==> src/rtl/pga_pkg.sv <==
package pga_pkg;

    typedef enum logic [2:0] {
        ST_IDLE  = 3'd0,
        ST_LOW   = 3'd1,
        ST_HIGH  = 3'd2,
        ST_TRAIL = 3'd3,
        ST_GAP   = 3'd4
    } pga_state_e;

    // Bits needed to hold values 0..v (at least one bit).
    function automatic int bits_for(input int v);
        int w;
        w = 1;
        while ((1 << w) <= v) w++;
        return w;
    endfunction

    function automatic int max3(input int a, input int b, input int c);
        int m;
        m = (a > b) ? a : b;
        return (m > c) ? m : c;
    endfunction

endpackage

==> src/rtl/pga_phase_timer.sv <==
module pga_phase_timer #(
    parameter int W    = 3,
    parameter int MAXV = 4
) (
    input  logic         clk,
    input  logic         rst_n,
    input  logic         load,
    input  logic [W-1:0] load_val,
    output logic         expired
);

    logic [W-1:0] count_d, count_q;

    always_comb begin
        count_d = count_q;
        if (load)
            count_d = load_val;
        else if (count_q != '0)
            count_d = count_q - 1'b1;
    end

    always_ff @(posedge clk or negedge rst_n) begin
        if (!rst_n) count_q <= '0;
        else        count_q <= count_d;
    end

    assign expired = (count_q == '0);

    // the phase counter never exceeds the longest loaded phase
    p_count_bound_r4: assert property (@(posedge clk) disable iff (!rst_n)
        count_q <= W'(MAXV));

endmodule

==> src/rtl/pga_shift_pair.sv <==
module pga_shift_pair #(
    parameter int W = 8
) (
    input  logic         clk,
    input  logic         rst_n,
    input  logic         load,
    input  logic [W-1:0] load_word,
    input  logic         shift,
    input  logic         sample,
    input  logic         sdi,
    output logic         sdo,
    output logic [W-1:0] rx_word
);

    logic [W-1:0] tx_d, tx_q;
    logic [W-1:0] rx_d, rx_q;

    always_comb begin
        tx_d = tx_q;
        rx_d = rx_q;
        if (load) begin
            tx_d = load_word;
            rx_d = '0;
        end else begin
            if (shift)  tx_d = {tx_q[W-2:0], 1'b0};
            if (sample) rx_d = {rx_q[W-2:0], sdi};
        end
    end

    always_ff @(posedge clk or negedge rst_n) begin
        if (!rst_n) begin
            tx_q <= '0;
            rx_q <= '0;
        end else begin
            tx_q <= tx_d;
            rx_q <= rx_d;
        end
    end

    assign sdo     = tx_q[W-1];
    assign rx_word = rx_q;

endmodule

==> src/rtl/pga_gain_loader.sv <==
module pga_gain_loader
    import pga_pkg::*;
#(
    parameter int PHASE_CYC = 5,
    parameter int TRAIL_CYC = 3,
    parameter int GAP_CYC   = 3,
    parameter int FIELD_W   = 4
) (
    input  logic                   clk,
    input  logic                   rst_n,
    input  logic                   start,
    input  logic [FIELD_W-1:0]     gain_a,
    input  logic [FIELD_W-1:0]     gain_b,
    input  logic                   amp_miso,
    output logic                   amp_cs_n,
    output logic                   amp_sck,
    output logic                   amp_mosi,
    output logic                   amp_shdn,
    output logic                   done,
    output logic [2*FIELD_W-1:0]   echo
);

    localparam int CMD_W = 2 * FIELD_W;
    localparam int TMAX  = max3(PHASE_CYC - 1, TRAIL_CYC - 1, GAP_CYC - 1);
    localparam int TW    = bits_for(TMAX);
    localparam int BW    = bits_for(CMD_W - 1);

    typedef struct packed {
        pga_state_e       state;
        logic             cs_n;
        logic             sck;
        logic [BW-1:0]    bits;
        logic             fresh;
        logic             done;
        logic [CMD_W-1:0] echo;
        logic             shdn;
    } regs_t;

    regs_t q_r, d_r;

    logic             t_load;
    logic [TW-1:0]    t_val;
    logic             t_expired;
    logic             sh_load, sh_shift, sh_sample;
    logic             sh_sdo;
    logic [CMD_W-1:0] sh_rx;

    pga_phase_timer #(.W(TW), .MAXV(TMAX)) u_timer (
        .clk      (clk),
        .rst_n    (rst_n),
        .load     (t_load),
        .load_val (t_val),
        .expired  (t_expired)
    );

    pga_shift_pair #(.W(CMD_W)) u_shift (
        .clk       (clk),
        .rst_n     (rst_n),
        .load      (sh_load),
        .load_word ({gain_b, gain_a}),
        .shift     (sh_shift),
        .sample    (sh_sample),
        .sdi       (amp_miso),
        .sdo       (sh_sdo),
        .rx_word   (sh_rx)
    );

    always_comb begin
        d_r       = q_r;
        d_r.shdn  = 1'b0;
        d_r.done  = q_r.fresh;
        d_r.fresh = 1'b0;
        if (q_r.fresh) d_r.echo = sh_rx;

        t_load    = 1'b0;
        t_val     = '0;
        sh_load   = 1'b0;
        sh_shift  = 1'b0;
        sh_sample = 1'b0;

        unique case (q_r.state)
            ST_IDLE: begin
                if (start) begin
                    d_r.state = ST_LOW;
                    d_r.cs_n  = 1'b0;
                    d_r.bits  = '0;
                    sh_load   = 1'b1;
                    t_load    = 1'b1;
                    t_val     = TW'(PHASE_CYC - 1);
                end
            end
            ST_LOW: begin
                if (t_expired) begin
                    d_r.state = ST_HIGH;
                    d_r.sck   = 1'b1;
                    sh_sample = 1'b1;
                    t_load    = 1'b1;
                    t_val     = TW'(PHASE_CYC - 1);
                end
            end
            ST_HIGH: begin
                if (t_expired) begin
                    d_r.sck  = 1'b0;
                    sh_shift = 1'b1;
                    t_load   = 1'b1;
                    if (q_r.bits == BW'(CMD_W - 1)) begin
                        d_r.state = ST_TRAIL;
                        t_val     = TW'(TRAIL_CYC - 1);
                    end else begin
                        d_r.state = ST_LOW;
                        d_r.bits  = q_r.bits + 1'b1;
                        t_val     = TW'(PHASE_CYC - 1);
                    end
                end
            end
            ST_TRAIL: begin
                if (t_expired) begin
                    d_r.state = ST_GAP;
                    d_r.cs_n  = 1'b1;
                    d_r.fresh = 1'b1;
                    t_load    = 1'b1;
                    t_val     = TW'(GAP_CYC - 1);
                end
            end
            ST_GAP: begin
                if (t_expired) d_r.state = ST_IDLE;
            end
            default: d_r.state = ST_IDLE;
        endcase
    end

    always_ff @(posedge clk or negedge rst_n) begin
        if (!rst_n) begin
            q_r.state <= ST_IDLE;
            q_r.cs_n  <= 1'b1;
            q_r.sck   <= 1'b0;
            q_r.bits  <= '0;
            q_r.fresh <= 1'b0;
            q_r.done  <= 1'b0;
            q_r.echo  <= '0;
            q_r.shdn  <= 1'b1;
        end else begin
            q_r <= d_r;
        end
    end

    assign amp_cs_n = q_r.cs_n;
    assign amp_sck  = q_r.sck;
    assign amp_mosi = sh_sdo;
    assign amp_shdn = q_r.shdn;
    assign done     = q_r.done;
    assign echo     = q_r.echo;

    // serial clock idles low outside a frame
    p_sck_idle_r5: assert property (@(posedge clk) disable iff (!rst_n)
        q_r.cs_n |-> !q_r.sck);

    // data moves only on a falling clock or the opening of a frame
    p_mosi_hold_r4: assert property (@(posedge clk) disable iff (!rst_n)
        (!$fell(q_r.sck) && !$fell(q_r.cs_n)) |-> $stable(sh_sdo));

    // completion follows the chip-select rise by one cycle
    p_done_after_cs_r6: assert property (@(posedge clk) disable iff (!rst_n)
        $rose(q_r.cs_n) |=> q_r.done);

    // completion is a single-cycle pulse
    p_done_pulse_r6: assert property (@(posedge clk) disable iff (!rst_n)
        q_r.done |=> !q_r.done);

    // a frame can open only from the idle state
    p_open_from_idle_r8: assert property (@(posedge clk) disable iff (!rst_n)
        $fell(q_r.cs_n) |-> $past(q_r.state == ST_IDLE));

endmodule

==> config.mk <==
export PLATFORM = sky130hd
export DESIGN_NAME = pga_gain_loader
export DESIGN_NICKNAME = d
export VERILOG_FILES = /design/src/rtl/pga_pkg.sv /design/src/rtl/pga_phase_timer.sv /design/src/rtl/pga_shift_pair.sv /design/src/rtl/pga_gain_loader.sv
export SDC_FILE = /design/constraint.sdc
export NUM_CORES = 1
export LEC_CHECK = 0
export ABC_AREA = 1
export BUFFER_PORTS_ARGS = -buffer_cell sky130_fd_sc_hd__buf_2
export CAP_MARGIN = 20
export CELL_PAD_IN_SITES_DETAIL_PLACEMENT = 0
export CELL_PAD_IN_SITES_GLOBAL_PLACEMENT = 1
export CORE_AREA = 2 2 69 71
export CTS_BUF_LIST = sky130_fd_sc_hd__clkbuf_4 sky130_fd_sc_hd__clkbuf_8 sky130_fd_sc_hd__clkbuf_16
export DETAILED_ROUTE_END_ITERATION = 6
export DIE_AREA = 0 0 71 73
export PLACE_DENSITY_LB_ADDON = 0.12
export SLEW_MARGIN = 20
export SYNTH_ARGS = -nofsm -noshare
export SYNTH_HDL_FRONTEND = slang
export SYNTH_HIERARCHICAL = 1
export SYNTH_SLANG_ARGS = --single-unit
==> constraint.sdc <==
create_clock -name clk -period 2.47 [get_ports clk]
set_input_delay 0.1235 -clock clk [delete_from_list [all_inputs] [get_ports clk]]
set_output_delay 0.1235 -clock clk [all_outputs]
set_load 0.05 [all_outputs]
==> impl_metrics.xml <==
<?xml version="1.0" encoding="UTF-8"?>
<metrics>
  <group name="layout">
    <metric name="layout_commonest_cell" unit="">nand2_1</metric>
    <metric name="area_growth_syn_to_layout" unit="%">13.5</metric>
    <metric name="design_area" unit="um2">2110</metric>
    <metric name="post_route_cells_drive_above_1_share" unit="">0.256</metric>
    <metric name="antenna_cells" unit="">0</metric>
    <metric name="fin_util" unit="">0.466</metric>
    <metric name="num-nets-final" unit="">249</metric>
    <metric name="final_cell_mix" unit="">nand2_1, dfrtp_1, nor2_1, buf_2, nand3_1</metric>
  </group>
  <group name="route">
    <metric name="route.detailed.vias_per_inst" unit="">4.78</metric>
    <metric name="wl_met1" unit="um">1670</metric>
    <metric name="dr_wl_met3" unit="um">132</metric>
    <metric name="highest_metal_used" unit="">met4</metric>
    <metric name="routed-via-count" unit="">1376</metric>
    <metric name="wirelength" unit="um">3360</metric>
    <metric name="routed_wire_length_per_instance" unit="um">11.7</metric>
    <metric name="met2_length" unit="um">1540</metric>
    <metric name="detail_route.iter0.violations" unit="">50</metric>
    <metric name="drt_pre_antenna_iters" unit="">4</metric>
    <metric name="drc" unit="">0</metric>
    <metric name="route.antenna.remaining_nets" unit="">0</metric>
  </group>
  <group name="worst_setup_path">
    <metric name="cp_max_fo" unit="">11</metric>
    <metric name="startpoint_of_the_lowest_slack_register_to_register_path" unit="">q_r[16]</metric>
    <metric name="critPathArrivalTime" unit="ns">1.99</metric>
    <metric name="crit_path_frequent_cell" unit="">nand2_1</metric>
    <metric name="critPathLaunchType" unit="">flop</metric>
    <metric name="cp_slowest_stage_delay" unit="ns">0.47</metric>
    <metric name="cpMaxStageDelayCell" unit="">dfrtp_1</metric>
    <metric name="cp_data_required_time" unit="ns">2.65</metric>
    <metric name="timing.critical_path.from" unit="">q_r[16]</metric>
    <metric name="cp_cell_sequence" unit="">nor2_2 -&gt; nand2_2 -&gt; nor2_4 -&gt; inv_2 -&gt; o31ai_1 -&gt; buf_4 -&gt; o21ai_0 -&gt; nand2_1 -&gt; nand2_1</metric>
    <metric name="type_of_the_worst_setup_path" unit="">reg2reg</metric>
    <metric name="worstSetupEndpointType" unit="">flop</metric>
  </group>
  <group name="clocking">
    <metric name="ctsResizeCount" unit="">0</metric>
    <metric name="number_of_sinks_driven_by_the_clock_tree" unit="">38</metric>
    <metric name="post-cts-setup-buffers" unit="">0</metric>
    <metric name="clock_buffer_count_from_cts" unit="">5</metric>
    <metric name="cts_hold_repair.buffers" unit="">1</metric>
    <metric name="cts-root-to-sink-buffers" unit="">2</metric>
    <metric name="clock-root-buffer" unit="">clkbuf_8</metric>
    <metric name="tritoncts_clock_tree" unit="">yes</metric>
    <metric name="clk_pin_slew" unit="ns">0.08</metric>
    <metric name="clk-insertion-delay-late" unit="ns">0.28</metric>
    <metric name="cts-htree-levels" unit="">2</metric>
  </group>
  <group name="place">
    <metric name="post_dp_cell_area" unit="um2">1960</metric>
    <metric name="detailedPlacementHpwl" unit="um">2390</metric>
    <metric name="port_buffers" unit="">24</metric>
    <metric name="place.gp.congestion" unit="">0.762</metric>
  </group>
  <group name="sta">
    <metric name="slew_violations" unit="">0</metric>
    <metric name="totalNegativeSetupSlack" unit="ns">0</metric>
    <metric name="clock_skews" unit="ns">0.00578</metric>
    <metric name="slew_headroom" unit="">0.428</metric>
    <metric name="worst_pin_slew" unit="ns">0.858</metric>
    <metric name="fmaxAchievable" unit="MHz">553</metric>
    <metric name="timing.hold.ws" unit="ns">0.0443</metric>
    <metric name="setup-violations-final" unit="">0</metric>
    <metric name="period_minus_slack" unit="ns">1.81</metric>
    <metric name="post_route_fraction_of_the_period_consumed_by_the_critical_path" unit="">0.732</metric>
    <metric name="final_hold_viol_count" unit="">0</metric>
    <metric name="rsz_0062_raised_after_global_routing" unit="">false</metric>
  </group>
  <group name="floorplan">
    <metric name="die_w" unit="um">71</metric>
    <metric name="pin_count" unit="">25</metric>
    <metric name="full_die_area" unit="um2">5180</metric>
    <metric name="fp.coreArea" unit="um2">4540</metric>
    <metric name="die_h" unit="um">73</metric>
    <metric name="initial_utilization" unit="">0.410</metric>
    <metric name="rows" unit="">25</metric>
  </group>
  <group name="power_and_ir_drop">
    <metric name="p_int" unit="mW">1.67</metric>
    <metric name="total_leakage_power" unit="nW">1.15</metric>
    <metric name="switching_share" unit="">0.423</metric>
    <metric name="p_per_area" unit="nW/um2">1370</metric>
    <metric name="p_seq_frac" unit="">0.353</metric>
    <metric name="vdd_ir_drop_max" unit="mV">0.465</metric>
    <metric name="share_comb_of_total_power" unit="">0.423</metric>
    <metric name="proportion_of_power_drawn_by_the_clock_network" unit="">0.224</metric>
    <metric name="net-switching-power" unit="mW">1.23</metric>
  </group>
  <group name="min_path">
    <metric name="hold_path.startpoint" unit="">gain_a[0]</metric>
    <metric name="worst_hold_path_type" unit="">in2reg</metric>
  </group>
  <group name="synth">
    <metric name="synth-seq-cells" unit="">38</metric>
    <metric name="synth.cell_area" unit="um2">1860</metric>
    <metric name="post_synth.cell_area_avg" unit="um2">8.82</metric>
    <metric name="ys_types" unit="">25</metric>
    <metric name="synth_sequential_area_ratio" unit="">0.512</metric>
    <metric name="postSynthCellCount" unit="">211</metric>
    <metric name="yosysWarnings" unit="">6</metric>
  </group>
  <group name="global_routing">
    <metric name="grt_util_all_layers" unit="">0.146</metric>
    <metric name="grt_antenna_before_repair" unit="">0</metric>
    <metric name="grt_pass1_vias" unit="">1302</metric>
    <metric name="largest_net_degree_at_the_start_of_global_routing" unit="">39</metric>
    <metric name="grt_first_pass_wirelength" unit="um">5900</metric>
    <metric name="grt.overflow.total" unit="">0</metric>
  </group>
  <group name="run_status">
    <metric name="status" unit="">finished, final reports clean</metric>
  </group>
  <group name="flow_run">
    <metric name="cap_violations" unit="">0</metric>
  </group>
</metrics>
## layout make-up
| type | count | area (um2) |
|---|---|---|
| flip-flops and latches | 38 | 953 |
| clock buffers | 6 | 82.6 |
| well taps | 54 | 67.6 |
| repair buffers | 27 | 145 |
| clock inverters | 2 | 60.1 |
| multi-input cells | 142 | 726 |
| fillers | 444 | 2420 |
| inverters | 19 | 78.8 |
## power groups by stage
stage	combinational (mW)	sequential (mW)	clock, mW
4_1_cts	1.24	1.02	0.674
3_5_place_dp	1.23	1.04	0
3_3_place_gp	1.23	1.03	0
2_1_floorplan	1.05	1.06	0
5_1_grt	1.38	1.06	0.699
6_report	1.23	1.03	0.648
## final timing paths
| kind | endpoint | slack, ns | depth (start not counted) |
|---|---|---|---|
| min in group asynchronous | echo[4] | 0.48 | 2 |
| max in group asynchronous | u_shift/tx_q[0] | 1.45 | 2 |
| hold / removal | u_shift/tx_q[0] | 0.04 | 3 |
| setup / recovery | u_timer/count_q[1] | 0.66 | 9 |
| setup reg to reg | u_timer/count_q[1] | 0.66 | 9 |
| hold reg to reg | amp_cs_n | 0.46 | 2 |
## cell usage after synthesis
master   count  area share
a21oi_1      1      0.0027
buf_2        2      0.0054
buf_4        8       0.032
buf_6        2       0.012
buf_8        1      0.0081
conb_1       1      0.0020
dfrtp_1     36        0.48
dfstp_2      2       0.028
ha_1         4       0.027
inv_1       14       0.028
inv_2        4      0.0081
inv_8        1      0.0060
mux2_2       8       0.048
nand2_1     56        0.11
nand2_2      3       0.010
nand3_1     21       0.056
nand3_2      2       0.011
nand4_1      1      0.0034
nor2_1      24       0.048
nor2_2       3       0.010
nor2_4       2       0.012
o21ai_0      5       0.013
o21ai_1      8       0.022
o21ai_2      1      0.0047
o31ai_1      1      0.0040
## cells by family (layout without fill, tap and decap cells)
family          count (synthesis)  after routing  synth area share
compound gates                 16             16            0.0464
mux                             8              8            0.0484
buf+inv                        32             54             0.100
other cells                     1              2           0.00201
flops                          38             38             0.512
fa+ha+maj                       4              4            0.0269
simple gates                  112            112             0.264
## registers in the layout, indices dropped and copies added (netlist names)
name             cells
amp_cs_n             1
amp_sck              1
amp_shdn             1
d_r                  1
done                 1
echo                 8
q_r                  6
u_shift/rx_word      8
u_shift/tx_q         8
u_timer/count_q      3
## per-stage QoR
stage	worst slack, ns	instances	power [mW]
2_1_floorplan	0.596	212	2.11
3_3_place_gp	0.641	279	2.25
3_5_place_dp	0.656	279	2.27
4_1_cts	0.653	288	2.94
5_1_grt	0.461	288	3.13
6_report	0.662	288	2.90
## routing by layer
metal  global-route usage  vias up
met5                    0        -
met1                0.193      649
li1                     -      700
met4               0.0440        0
met2                0.235       25
met3               0.0428        2
## worst max-delay path: cells and delay by family (launching register included)
family                 cells  cell delay, ns
and+or+nand+nor            5            0.71
DFF                        1            0.47
buffers and inverters      2            0.33
AOI/OAI and AO/OA          2            0.18
Power figures use the tool's default switching activity.
